File: src/rtl/tmr_pkg.sv
package tmr_pkg;
  localparam int PRE_W = 10;
  localparam int CTRL_W = 8;
  localparam logic [CTRL_W-1:0] CTRL_WMASK = 8'hC7;
  localparam int B_CASC = 2;
  localparam int B_IE = 6;
  localparam int B_EN = 7;

  // log2 of the divide ratio for a prescale select code
  function automatic logic [3:0] presc_shift(input logic [1:0] sel);
    case (sel)
      2'd0: return 4'd0;
      2'd1: return 4'd6;
      2'd2: return 4'd8;
      default: return 4'd10;
    endcase
  endfunction

  // true in the cycle where the prescaler completes one divide period
  function automatic logic presc_due(input logic [PRE_W-1:0] pre, input logic [1:0] sel);
    logic [PRE_W-1:0] m;
    m = PRE_W'((1 << presc_shift(sel)) - 1);
    return (pre & m) == m;
  endfunction
endpackage

File: src/rtl/tmr_prescaler.sv
module tmr_prescaler
  import tmr_pkg::*;
(
  input  logic       clk,
  input  logic       rst_n,
  input  logic       run,
  input  logic       restart,
  input  logic [1:0] sel,
  output logic       tick
);
  logic [PRE_W-1:0] pre_q;

  always_ff @(posedge clk) begin
    if (!rst_n)       pre_q <= '0;
    else if (restart) pre_q <= '0;
    else if (run)     pre_q <= pre_q + 1'b1;
  end

  assign tick = run && presc_due(pre_q, sel);

  // a restart leaves the next tick of a coarse ratio at least a full period away
  a_r10_restart_gap: assert property (@(posedge clk) disable iff (!rst_n)
    (restart && sel != 2'd0) |=> !tick);
endmodule

File: src/rtl/tmr_chan.sv
module tmr_chan
  import tmr_pkg::*;
#(
  parameter int CW = 16
) (
  input  logic              clk,
  input  logic              rst_n,
  input  logic              wr_reload,
  input  logic              wr_ctrl,
  input  logic [CW-1:0]     wdata,
  input  logic              casc_in,
  output logic [CW-1:0]     cnt,
  output logic [CTRL_W-1:0] ctrl,
  output logic              ovf,
  output logic              irq
);
  logic [CW-1:0]     reload_q;
  logic [CW-1:0]     cnt_q;
  logic [CTRL_W-1:0] ctrl_q;
  logic [CTRL_W-1:0] ctrl_new;
  logic en, en_rise, sel_chg, tick, step;

  assign ctrl_new = wdata[CTRL_W-1:0] & CTRL_WMASK;
  assign en       = ctrl_q[B_EN];
  assign en_rise  = wr_ctrl && !en && ctrl_new[B_EN];
  assign sel_chg  = wr_ctrl && (ctrl_new[1:0] != ctrl_q[1:0]);

  tmr_prescaler u_pre (
    .clk     (clk),
    .rst_n   (rst_n),
    .run     (en),
    .restart (en_rise || sel_chg),
    .sel     (ctrl_q[1:0]),
    .tick    (tick)
  );

  assign step = en && (ctrl_q[B_CASC] ? casc_in : tick);
  assign ovf  = step && (cnt_q == '1);

  always_ff @(posedge clk) begin
    if (!rst_n) begin
      reload_q <= '0;
      ctrl_q   <= '0;
      cnt_q    <= '0;
      irq      <= 1'b0;
    end else begin
      if (wr_reload) reload_q <= wdata;
      if (wr_ctrl)   ctrl_q   <= ctrl_new;
      if (en_rise)   cnt_q    <= reload_q;
      else if (ovf)  cnt_q    <= reload_q;
      else if (step) cnt_q    <= cnt_q + 1'b1;
      irq <= ovf && ctrl_q[B_IE];
    end
  end

  assign cnt  = cnt_q;
  assign ctrl = ctrl_q;

  a_r4_enable_load: assert property (@(posedge clk) disable iff (!rst_n)
    en_rise |=> cnt_q == $past(reload_q));
  a_r5_wrap_reload: assert property (@(posedge clk) disable iff (!rst_n)
    ovf |=> cnt_q == $past(reload_q));
  a_r6_irq_after_top: assert property (@(posedge clk) disable iff (!rst_n)
    irq |-> ($past(cnt_q) == '1 && $past(en)));
  a_r8_reload_quiet: assert property (@(posedge clk) disable iff (!rst_n)
    (wr_reload && !step && !en_rise) |=> $stable(cnt_q));
  a_r9_frozen: assert property (@(posedge clk) disable iff (!rst_n)
    (!en && !en_rise) |=> $stable(cnt_q));
endmodule

File: src/rtl/tmr_bank.sv
module tmr_bank
  import tmr_pkg::*;
#(
  parameter int NUM = 4,
  parameter int CW  = 16,
  localparam int IW = $clog2(NUM),
  localparam int AW = IW + 1
) (
  input  logic          clk,
  input  logic          rst_n,
  input  logic          bus_we,
  input  logic [AW-1:0] bus_addr,
  input  logic [CW-1:0] bus_wdata,
  output logic [CW-1:0] bus_rdata,
  output logic [NUM-1:0] irq
);
  logic [CW-1:0]     cnt_a  [NUM];
  logic [CTRL_W-1:0] ctrl_a [NUM];
  logic [NUM-1:0]    ovf_a;
  logic [IW-1:0]     idx;

  assign idx = bus_addr[AW-1:1];

  for (genvar i = 0; i < NUM; i++) begin : g_tmr
    logic casc_src;
    if (i == 0) begin : g_bottom
      assign casc_src = 1'b0;
    end else begin : g_link
      assign casc_src = ovf_a[i-1];
    end
    tmr_chan #(.CW(CW)) u_chan (
      .clk       (clk),
      .rst_n     (rst_n),
      .wr_reload (bus_we && idx == IW'(i) && !bus_addr[0]),
      .wr_ctrl   (bus_we && idx == IW'(i) && bus_addr[0]),
      .wdata     (bus_wdata),
      .casc_in   (casc_src),
      .cnt       (cnt_a[i]),
      .ctrl      (ctrl_a[i]),
      .ovf       (ovf_a[i]),
      .irq       (irq[i])
    );
  end

  assign bus_rdata = bus_addr[0] ? CW'(ctrl_a[idx]) : cnt_a[idx];

  // unwritable control bits read as zero
  a_r2_ctrl_readback: assert property (@(posedge clk) disable iff (!rst_n)
    bus_addr[0] |-> (bus_rdata & ~CW'(CTRL_WMASK)) == '0);
  // timer 0 chained to nothing never moves unless re-enabled
  a_r7_bottom_idle: assert property (@(posedge clk) disable iff (!rst_n)
    (ctrl_a[0][B_CASC] && !(bus_we && idx == '0 && bus_addr[0])) |=> $stable(cnt_a[0]));
endmodule

File: config.mk
export PLATFORM = sky130hd
export DESIGN_NAME = tmr_bank
export DESIGN_NICKNAME = d
export VERILOG_FILES = /design/src/rtl/tmr_pkg.sv /design/src/rtl/tmr_prescaler.sv /design/src/rtl/tmr_chan.sv /design/src/rtl/tmr_bank.sv
export SDC_FILE = /design/constraint.sdc
export NUM_CORES = 1
export LEC_CHECK = 0
export ABC_AREA = 1
export BUFFER_PORTS_ARGS = -buffer_cell sky130_fd_sc_hd__buf_2
export CAP_MARGIN = 30
export CORE_MARGIN = 2
export CORE_UTILIZATION = 60
export CTS_BUF_LIST = sky130_fd_sc_hd__clkbuf_4
export CTS_CLUSTER_DIAMETER = 120
export CTS_CLUSTER_SIZE = 8
export DETAILED_ROUTE_END_ITERATION = 8
export PLACE_DENSITY = 0.78
export SLEW_MARGIN = 20
export SYNTH_ARGS = -nofsm -noshare
export SYNTH_HDL_FRONTEND = slang
export SYNTH_HIERARCHICAL = 1
export SYNTH_SLANG_ARGS = --single-unit
File: constraint.sdc
create_clock -name clk -period 3.5 [get_ports clk]
set_input_delay 0.7 -clock clk [delete_from_list [all_inputs] [get_ports clk]]
set_output_delay 0.7 -clock clk [all_outputs]
set_load 0.02 [all_outputs]
==> impl_results.md <==
- Run status: completed
- Pin slew with the least headroom to its limit: around 680 ps
- Crit-path slowest cell: dfxtp_4
- First-pass GRT wire length: about 52000 um
- Die span in y: 142.6 um
- Part of the power in combinational logic: 9.6%
- Die W: 142.6 um
- Worst IR Drop VDD: 0.2925 mV
- Slew headroom: 54.21%
- Yosys reg bits: between 150 and 200
- GP Congestion: 0.9621
- Final worst-path cycle share: 92.78%
- Placed cell area: 11870 um2
- Antenna violations before repair: 2
- Type of the worst setup path: register to register
- Setup WS post-layout: around 250 ps
- Critical Path Fanout Max: 8
- Cell variety after synth: 33
- Routed vias: roughly 12000
- Fin nets: 1888
- Placement Setup Slack: 77.13 ps
- IO Pins: 42
- Max Fclk: 0.3079 GHz
- Max Slew Vio Count: 0
- DR WL/cell: approximately 16 um
- Vias in the first global route: 10257
- Pre-Repair DR Iteration Count: 5
- Initial Util: 61.37%
- CP top delay family: simple AND/OR/NAND/NOR gates
- Cell count after synthesis: between 1500 and 2000
- Final Hold Viols: 0
- DIE AREA: 20320 um2
- Core region area: 18770 um2
- CP bufs+invs: 4
- Clock Skews: 26.48 ps
- Clock-pin slew on the worst setup and hold paths: about 150 ps
- Vias per inst: around 5.5
- CTS sink count: between 150 and 200
- CP Data Required Time: 4040 ps
- Post-Syn Area per Cell: 6.318 um2
- Share of layout cells above drive strength 1: 11.33%
- Worst path arrival time: 3790 ps
- Max-Cap Viols: 0
- Synth warnings: 6
- Port-buffer cells: 41
- Min-delay worst type: register to register
- Pwr/cell area: between 300 and 400 nW/um2
- Worst-skew pair later-pin latency: slightly above 600 ps
- Clock share of power: 31.1%
- Finished Cell Area: 12200 um2
- Clk buf depth: 2
- Int Power: ~0.0027 W
- Sequential cell area fraction in the yosys report: 33.37%
- Critical path capture point type: register
- P_leak: 5.191 nW
- Sw Share: 29.38%
- Area grow syn2layout: 5.898%
- Detailed placer's ending HPWL: 23470 um
- Post-DRT Antenna Nets: 0
- Total Wirelength: 32700 um
- Slowest Stage Delay on Critical Path: around 400 ps
- Seq pwr share: 59.3%
- Final Util: 64.99%
- Fillers: ~1800
- Total grt overflow: 0
- Row count: 50
- GRT Total Usage: 32.65%
- Clock root cell: clkbuf_4
- H-Tree Depth: 4
- Fin Hold WS: around 460 ps
- Final setup fails: 0
- P_sw: 0.001127 W
- DRT iter0 DRCs: 1051
- Tmin final: about 3200 ps
- CTS Buf Count: 17
- CTS tree: yes
- Mapped Area: around 12000 um2
- Largest net degree at the start of global routing: 53
- Residual DRC: 0
- CP Launch Type: register
- Most used cell, CP: nand2_1
==> cell usage in the layout, fill, tap and decap left out, types with 8 or more instances in the layout <==
cell type,netlist,layout
nand4_1,16,16
nand2_1,596,595
a21oi_1,148,148
nand2_2,18,18
xor2_1,16,16
nand3b_1,8,8
xnor2_1,16,16
o21ai_0,124,124
nor2_2,16,16
inv_1,192,192
dfxtp_1,192,185
a21oi_2,12,12
ha_1,8,8
o21ai_1,24,24
nand3_1,88,87
nor2_1,200,199
buf_2,12,41
clkbuf_4,0,18
nor2_4,22,23
nor3_1,8,8
o21bai_1,8,8
conb_1,5,13
nand3_4,8,8
buf_4,25,37
==> flip-flops by register name, indices dropped and copies added (netlist names) <==
| signal | flops |
|---|---|
| g_tmr.u_chan/ctrl | 20 |
| g_tmr.u_chan/u_pre/pre_q | 40 |
| g_tmr.u_chan/cnt | 64 |
| g_tmr.u_chan/reload_q | 64 |
| g_tmr.u_chan/irq | 4 |
==> tightest hold or removal path: cells and delay by family, from the launching register on <==
family / cells / cell delay, ps
DFF: 1 / 360
AOI/OAI and AO/OA: 1 / 50
buffers and inverters: 1 / 50
==> synthesized netlist by cell type <==
cell	count	area, um2
inv_6	1	8.760
nand2_4	4	45.04
o21ai_1	24	120.1
clkinv_1	4	15.01
nand4_1	16	100.1
buf_2	12	60.06
inv_2	5	18.77
xor2_1	16	140.1
nor4_1	4	25.02
clkbuf_1	24	90.09
nand3_4	8	140.1
conb_1	5	18.77
nand2_2	18	112.6
o21bai_1	8	60.06
nor3_1	8	40.04
buf_4	25	187.7
nand3b_1	8	60.06
a21oi_1	148	740.7
nor2_2	16	100.1
nor2_1	200	750.7
nor2_4	22	247.7
xnor2_1	16	140.1
o21ai_0	124	620.6
nor2_8	4	80.08
inv_1	192	720.7
buf_6	10	112.6
dfxtp_1	192	3844
ha_1	8	100.1
nand2_1	596	2237
inv_4	1	6.260
nand3_1	88	440.4
o211ai_1	4	30.03
a21oi_2	12	105.1
==> cell families after synthesis <==
logic type      Yosys count  share of synthesized area [%]
compound gates          320                          14.56
xor+xnor                 32                          2.433
fa+ha+maj                 8                         0.8690
buf+inv                 274                          10.59
flops                   192                          33.37
other cells               5                         0.1630
simple gates            992                          38.02
==> layout make-up <==
class	instances	area (um2)	area share (%)
repair buffers	79	503.0	4.124
diodes	1	2.502	0.02052
flip-flops and latches	192	3855	31.60
clock inverters	14	135.1	1.108
well taps	234	292.8	2.400
multi-input cells	1365	6505	53.33
inverters	203	769.5	6.308
clock buffers	18	135.1	1.108
==> final timing paths <==
path | start | end | slack [ps] | cells after the start
setup / recovery | g_tmr[0].u_chan/u_pre/pre_q[3] | g_tmr[3].u_chan/cnt[6] | 250 | 27
hold / removal | g_tmr[0].u_chan/u_pre/pre_q[5] | g_tmr[0].u_chan/u_pre/pre_q[5] | 460 | 2
setup reg to reg | g_tmr[0].u_chan/u_pre/pre_q[3] | g_tmr[3].u_chan/cnt[6] | 250 | 27
hold reg to reg | g_tmr[0].u_chan/u_pre/pre_q[5] | g_tmr[0].u_chan/u_pre/pre_q[5] | 460 | 2
==> power groups by stage <==
stage	combinational, W	sequential, W	clock, W
after floorplan	0.000249	0.00231	0
after global placement	0.000352	0.00232	0
after detailed placement	0.000356	0.00232	0
after CTS	0.000357	0.00227	0.00121
after global routing	0.000405	0.00228	0.00129
final	0.000368	0.00228	0.00119
==> through the flow <==
stage	setup TNS [ps]	instances	power, W
2_1_floorplan	0	1831	0.002558
3_3_place_gp	0	2070	0.002672
3_5_place_dp	0	2070	0.002678
4_1_cts	0	2102	0.003840
5_1_grt	-58.21	2106	0.003980
6_report	0	2106	0.003837
==> what timing repair did <==
action                     4_1_cts  5_1_grt
hold buffers                     0        0
resized for setup                0       13
setup endpoints to repair        0       22
setup buffers                    0        3
==> routing by layer <==
| metal | routed length, um | GRT usage, % | vias to the layer above |
|---|---|---|---|
| met2 | 14130 | 50.96 | 428 |
| met1 | 14890 | 46.16 | 5256 |
| met5 | 0 | 0 | - |
| met4 | 923 | 9.276 | 0 |
| met3 | 2752 | 6.124 | 60 |
| li1 | - | - | 5788 |
Note: power is estimated with default switching activity, not from simulation.
